===== config.mk =====
export PLATFORM = sky130hd
export DESIGN_NAME = serial_cfg_bank
export DESIGN_NICKNAME = d
export VERILOG_FILES = /design/src/rtl/cfgbank_pkg.sv /design/src/rtl/cfgb_sync.sv /design/src/rtl/cfgb_shifter.sv /design/src/rtl/cfgb_regfile.sv /design/src/rtl/cfgb_lo_select.sv /design/src/rtl/serial_cfg_bank.sv
export SDC_FILE = /design/constraint.sdc
export NUM_CORES = 1
export LEC_CHECK = 0
export BUFFER_PORTS_ARGS = -buffer_cell sky130_fd_sc_hd__buf_4
export CORE_ASPECT_RATIO = 0.6
export CORE_UTILIZATION = 52
export DETAILED_ROUTE_END_ITERATION = 10
export PLACE_DENSITY = 0.89
export RECOVER_POWER = 100
export SYNTH_ARGS = -nofsm -noshare
export SYNTH_HDL_FRONTEND = slang
export SYNTH_SLANG_ARGS = --single-unit

===== constraint.sdc =====
create_clock -name clk -period 2.9 [get_ports clk]
set_input_delay 0.435 -clock clk [delete_from_list [all_inputs] [get_ports clk]]
set_output_delay 0.435 -clock clk [all_outputs]
set_load 0.02 [all_outputs]

===== src/rtl/cfgbank_pkg.sv =====
// Shared constants and reset values for the serial configuration bank.
package cfgbank_pkg;
    localparam int WORD_W   = 24;
    localparam int NUM_REGS = 8;
    localparam int ADDR_W   = $clog2(NUM_REGS);
    localparam int CAL_REGS = 3;   // registers 0..CAL_REGS-1 trigger calibration

    // Field positions that the decoders depend on
    localparam int INT_LSB  = 3;
    localparam int INT_W    = 7;
    localparam int MOD_LSB  = 3;
    localparam int MOD_W    = 11;
    localparam int CP_LSB   = 10;
    localparam int CPREF_B  = 18;
    localparam int SYNEN_B  = 6;
    localparam int DRVEN_B  = 3;

    // Reset value of register idx
    function automatic logic [WORD_W-1:0] reset_word(input int idx);
        case (idx)
            0:       return 24'h0001C0;
            1:       return 24'h003001;
            4:       return 24'h000404;
            5:       return 24'h000045;
            6:       return 24'h1E2106;
            default: return WORD_W'(idx);
        endcase
    endfunction
endpackage


===== src/rtl/cfgb_sync.sv =====
// Multi-bit level synchronizer: each bit passes through STAGES flops.
// Assumes inputs are independent asynchronous levels; no bus coherency.
module cfgb_sync #(
    parameter int WIDTH  = 3,
    parameter int STAGES = 2
) (
    input  logic             clk,
    input  logic             rst_n,
    input  logic [WIDTH-1:0] async_in,
    output logic [WIDTH-1:0] sync_out
);
    logic [WIDTH-1:0] chain [STAGES];

    // Shift the asynchronous levels through the flop chain
    always_ff @(posedge clk) begin
        if (!rst_n) begin
            for (int s = 0; s < STAGES; s++) chain[s] <= '0;
        end else begin
            chain[0] <= async_in;
            for (int s = 1; s < STAGES; s++) chain[s] <= chain[s-1];
        end
    end

    assign sync_out = chain[STAGES-1];
endmodule


===== src/rtl/cfgb_shifter.sv =====
// Serial-in word shifter, MSB first; keeps only the newest W bits.
// Assumes shift_en is a single-cycle strobe in the system clock domain.
module cfgb_shifter #(
    parameter int W = 24
) (
    input  logic         clk,
    input  logic         rst_n,
    input  logic         shift_en,
    input  logic         bit_in,
    output logic [W-1:0] word
);
    // Append one bit at the LSB end on every strobe
    always_ff @(posedge clk) begin
        if (!rst_n)        word <= '0;
        else if (shift_en) word <= {word[W-2:0], bit_in};
    end
endmodule


===== src/rtl/cfgb_regfile.sv =====
// Bank of N control registers written from a whole word whose low bits
// carry the address; raises a one-cycle calibration pulse on writes to
// the first CAL_REGS registers. Assumes load is a single-cycle strobe.
module cfgb_regfile
    import cfgbank_pkg::*;
#(
    parameter int W    = WORD_W,
    parameter int N    = NUM_REGS,
    parameter int NCAL = CAL_REGS
) (
    input  logic           clk,
    input  logic           rst_n,
    input  logic           load,
    input  logic [W-1:0]   word_in,
    output logic [N*W-1:0] regs_flat,
    output logic           cal_start
);
    localparam int AW = $clog2(N);
    logic [AW-1:0] addr;
    assign addr = word_in[AW-1:0];

    for (genvar i = 0; i < N; i++) begin : g_reg
        logic [W-1:0] q;
        // Hold register i, load it when the word addresses it
        always_ff @(posedge clk) begin
            if (!rst_n)                          q <= W'(reset_word(i));
            else if (load && addr == AW'(i))     q <= word_in;
        end
        assign regs_flat[i*W +: W] = q;
    end

    // Pulse calibration in step with the register update
    always_ff @(posedge clk) begin
        if (!rst_n) cal_start <= 1'b0;
        else        cal_start <= load && (int'(addr) < NCAL);
    end
endmodule


===== src/rtl/cfgb_lo_select.sv =====
// Resolves LO source and LO buffer enable from pins and register bits.
// Pins are treated as static straps; purely combinational.
module cfgb_lo_select (
    input  logic pll_en_pin,
    input  logic lo_drv_pin,
    input  logic syn_en_bit,
    input  logic drv_en_bit,
    output logic lo_internal,
    output logic lo_buf_en
);
    // Internal LO needs both enables; buffer needs either driver request
    always_comb begin
        lo_internal = pll_en_pin & syn_en_bit;
        lo_buf_en   = lo_internal & (lo_drv_pin | drv_en_bit);
    end
endmodule


===== src/rtl/serial_cfg_bank.sv =====
// Top: three-wire serial write port feeding eight 24-bit control
// registers, with synthesizer field decode, calibration start pulse and
// LO path selection. Assumes clk is at least 4x the serial clock rate.
module serial_cfg_bank
    import cfgbank_pkg::*;
#(
    parameter int W           = WORD_W,
    parameter int N           = NUM_REGS,
    parameter int SYNC_STAGES = 2
) (
    input  logic           clk,
    input  logic           rst_n,
    input  logic           ser_clk,
    input  logic           ser_data,
    input  logic           ser_le,
    input  logic           pll_en_pin,
    input  logic           lo_drv_pin,
    output logic [N*W-1:0] cfg_flat,
    output logic           cal_start,
    output logic [INT_W-1:0] int_div,
    output logic [MOD_W-1:0] mod_div,
    output logic [MOD_W-1:0] frac_div,
    output logic [9:0]     cp_ua,
    output logic           cp_ext_ref,
    output logic           lo_internal,
    output logic           lo_buf_en
);
    logic [2:0]   pins_s;
    logic         clk_q, le_q;
    logic         clk_rise, le_rise;
    logic [W-1:0] word;
    logic [W-1:0] reg0, reg1, reg2, reg4, reg5;
    logic [1:0]   cp_code;

    cfgb_sync #(.WIDTH(3), .STAGES(SYNC_STAGES)) u_sync (
        .clk(clk), .rst_n(rst_n),
        .async_in({ser_le, ser_data, ser_clk}),
        .sync_out(pins_s)
    );

    // Remember previous synchronized clock and strobe for edge detection
    always_ff @(posedge clk) begin
        if (!rst_n) begin
            clk_q <= 1'b0;
            le_q  <= 1'b0;
        end else begin
            clk_q <= pins_s[0];
            le_q  <= pins_s[2];
        end
    end

    assign clk_rise = pins_s[0] & ~clk_q;
    assign le_rise  = pins_s[2] & ~le_q;

    cfgb_shifter #(.W(W)) u_shift (
        .clk(clk), .rst_n(rst_n), .shift_en(clk_rise),
        .bit_in(pins_s[1]), .word(word)
    );

    cfgb_regfile #(.W(W), .N(N), .NCAL(CAL_REGS)) u_regs (
        .clk(clk), .rst_n(rst_n), .load(le_rise), .word_in(word),
        .regs_flat(cfg_flat), .cal_start(cal_start)
    );

    assign reg0 = cfg_flat[0*W +: W];
    assign reg1 = cfg_flat[1*W +: W];
    assign reg2 = cfg_flat[2*W +: W];
    assign reg4 = cfg_flat[4*W +: W];
    assign reg5 = cfg_flat[5*W +: W];

    // Decode synthesizer fields and charge-pump setting
    always_comb begin
        int_div    = reg0[INT_LSB +: INT_W];
        mod_div    = reg1[MOD_LSB +: MOD_W];
        frac_div   = reg2[MOD_LSB +: MOD_W];
        cp_code    = reg4[CP_LSB +: 2];
        cp_ua      = 10'd250 * (10'(cp_code) + 10'd1);
        cp_ext_ref = reg4[CPREF_B];
    end

    cfgb_lo_select u_lo (
        .pll_en_pin(pll_en_pin), .lo_drv_pin(lo_drv_pin),
        .syn_en_bit(reg5[SYNEN_B]), .drv_en_bit(reg5[DRVEN_B]),
        .lo_internal(lo_internal), .lo_buf_en(lo_buf_en)
    );
endmodule


==> flow_summary.ini <==
[power_and_ir_drop]
ir_drop_uv = 517.5
p_int_w = 0.004762
combPwrFrac_pct = 1.9
seqPwrFrac_pct = 51.6
pwr-share-clk_pct = 46.5
p_per_area_nw_per_um2 = 599.7
finalPower_w = 0.006011
leakagePower_nw = 4.359
netSwitchingFraction_pct = 20.77
switchingPower_w = 0.001248

[yosys]
synthAdderAreaFrac_pct = 1.519
synth_common_cells = nand2_1, dfxtp_1, mux2i_1
ys_seq_area_share_pct = 53.63
synthesis.area_um2 = 8399
synth_compound_area_share_pct = 3.337
synth_area_leader_cell = dfxtp_1
synth_edf_count = 0
synth_mux_area_share_pct = 18.47
async_flop_share_pct = 0
synth-main-ff-cell = dfxtp_1
synth_top_area_share_pct = 53.63
ys_top_cells_by_area = dfxtp_1, mux2i_1, nand2_1
avgSynthCellArea_um2 = 10.08
yosysWarningCount = 0
ys_seq_elements = 225
yosysMostFrequentCell = nand2_1
synth_cell_types = 35
syn_inst = 833
synth_top_family_by_area = multiplexers
synth_nets = 849
yosys.area_share.simple_pct = 15.79
yosys.area_share.xor_xnor_pct = 0.3128

[global_route]
grt_max_degree = 92
grt_remaining_overflow = 0
grt_pass1_vias = 6162
grt_usage_pct = 26.20
grt_pass1_wl_um = 34310
antenna_found_initial = 0

[clock_tree]
cts_hold_buf = 0
clock_tree.buffer_depth = 3
clkLatencyLatePin_ns = 0.49
cts_sinks = 225
h-tree-depth = 1
clk_pin_slew_ns = 0.06
clock-root-buffer = clkbuf_16
numCtsBuffers = 21
cts_tree = yes

[critical_path]
setup.worst_path.start = u_regs.g_reg[4].q[10]
worst_ep_arrival_time_ns = 2.46
r2r-start = u_sync.chain[0][5]
crit_path_end_kind = output port
critical_path_class = register to output port
critical_path.max_fanout = 5
startpoint_type = register
required_ns = 2.47

[sta]
fin_worst_skew_ns = 0.007840
setup_viol = 0
fmax_mhz = 344.9
timing.final.ws_setup_ns = 0.0009317
timing.final.crit_share_pct = 99.97
whs_ns = 0.1547
slew_violations = 92
grt_setup_unrepaired = true
tightestPinTransition_ns = 1.585
hold_viol_final = 0
max_slew_margin_pct = -5.678
min_period_ns = 2.899

[placed_design]
place_hpwl_um = 15250
placement.io_buffers = 240
gp_congestion = 0.8473
dpl_worst_slack_ns = 0.2870
place_area_um2 = 10070

[die]
start_util_pct = 54.03
die_y_um = 100.4
die_width_um = 166.1
io_pins = 242
die_area_um2 = 16680
std_cell_rows = 35
coreArea_um2 = 15550

[drt]
drt-pass1-iter-count = 8
vias = 6482
route.detailed.drc = 18
vias_per_cell = 5.206
antenna_left = 0
drt-initial-drc-count = 429
totalWireLength_um = 22380
wl_per_cell_um = 17.98

[layout]
fin_area_um2 = 10020
regArea_um2 = 4512
fin_util_pct = 64.47
fillCellCount = 1410
finalNetCount = 1046
antenna_cells = 0
drive_gt1_share_pct = 9.021
area_growth_pct = 19.32
multi_input_area_um2 = 3374

[status]
run_status = finished with violations
violations = DRC, capacitance limit, slew limit

[hold_path]
holdCritStartpoint = ser_clk
hp-class = primary input to register

[job]
drv.max_cap_violation_count = 1
==> registers in the layout, summed over array words and instances, names as in the netlist <==
| register | flops |
|---|---|
| clk_q | 1 |
| u_regs.g.q | 192 |
| u_regs.cal_start | 1 |
| u_shift.word | 24 |
| u_sync.chain | 6 |
| le_q | 1 |
==> area by class of cell <==
class,instances,share of cell area (%)
clock inverter,7,0.9738
sequential,225,45.02
multi-input combinational,507,33.67
clock buffer,28,6.005
timing repair buffer,261,11.17
tap,203,2.534
inverter,14,0.6242
==> worst max-delay path, cell delays in order, from the launching register on <==
cell and delay, ns:
dfxtp_4 0.39, inv_6 0.05, ha_4 0.28, xnor2_2 0.10
ha_2 0.20, inv_4 0.04, fa_2 0.40, xnor2_2 0.23
xnor2_2 0.13, buf_4 0.15
==> kinds of logic (layout without fill, tap and decap cells) <==
group | count (synthesis) | count (layout)
AOI/OAI and AO/OA | 40 | 40
DFF | 225 | 225
adders and majority gates | 9 | 9
xor gates and xnor gates | 3 | 3
muxes | 155 | 155
other | 1 | 1
buffers and inverters | 101 | 310
and+or+nand+nor | 299 | 299
==> layout by cell type, fill, tap and decap left out, types with 3 or more instances in the layout <==
master / instances
clkbuf_1: 225
or3b_2: 3
a21boi_0: 24
a21oi_1: 5
nor2b_1: 3
o21ai_0: 3
inv_1: 11
ha_1: 5
nand3b_1: 11
nand2_1: 229
and2_1: 6
o211ai_1: 7
clkbuf_16: 21
xnor2_2: 3
clkbuf_8: 5
and3_1: 13
dfxtp_1: 223
and2_0: 4
nand2b_1: 4
mux2i_1: 155
buf_4: 37
nand3_1: 14
==> per-layer routing <==
layer,GRT usage (%),vias up,routed length (um)
li1,-,3085,-
met1,35.15,3106,9970
met2,42.65,257,10060
met3,6.822,34,2004
met4,5.895,0,354
met5,0,-,0
==> power groups by stage <==
| stage | combinational [W] | clock (W) | sequential (W) |
|---|---|---|---|
| 2_1_floorplan | 0.0000860 | 0 | 0.00317 |
| 3_3_place_gp | 0.000118 | 0 | 0.00317 |
| 3_5_place_dp | 0.000119 | 0 | 0.00317 |
| 4_1_cts | 0.000119 | 0.00283 | 0.00310 |
| 5_1_grt | 0.000125 | 0.00296 | 0.00310 |
| 6_report | 0.000114 | 0.00280 | 0.00310 |
==> repair_timing <==
item | CTS | global route
pin swaps | 2 | 6
gates resized for setup | 6 | 10
buffers inserted | 0 | 6
setup endpoints to repair | 1 | 2
==> path summary, 6_finish.rpt <==
check             cells after the start  slack (ns)                   end
setup reg to reg                      3        0.83  u_regs.g_reg[2].q[2]
hold reg to reg                       1        0.44    u_sync.chain[0][3]
setup / recovery                      9      0.0009              cp_ua[8]
hold / removal                        2        0.15    u_sync.chain[0][0]
==> metrics by stage <==
step | std cells | setup TNS, ns
CTS | 1239 | 0
global placement | 1204 | 0
global route | 1245 | -0.08786
detailed placement | 1204 | 0
finish | 1245 | 0
floorplan | 833 | 0
Note: power is estimated with default switching activity, not from simulation.
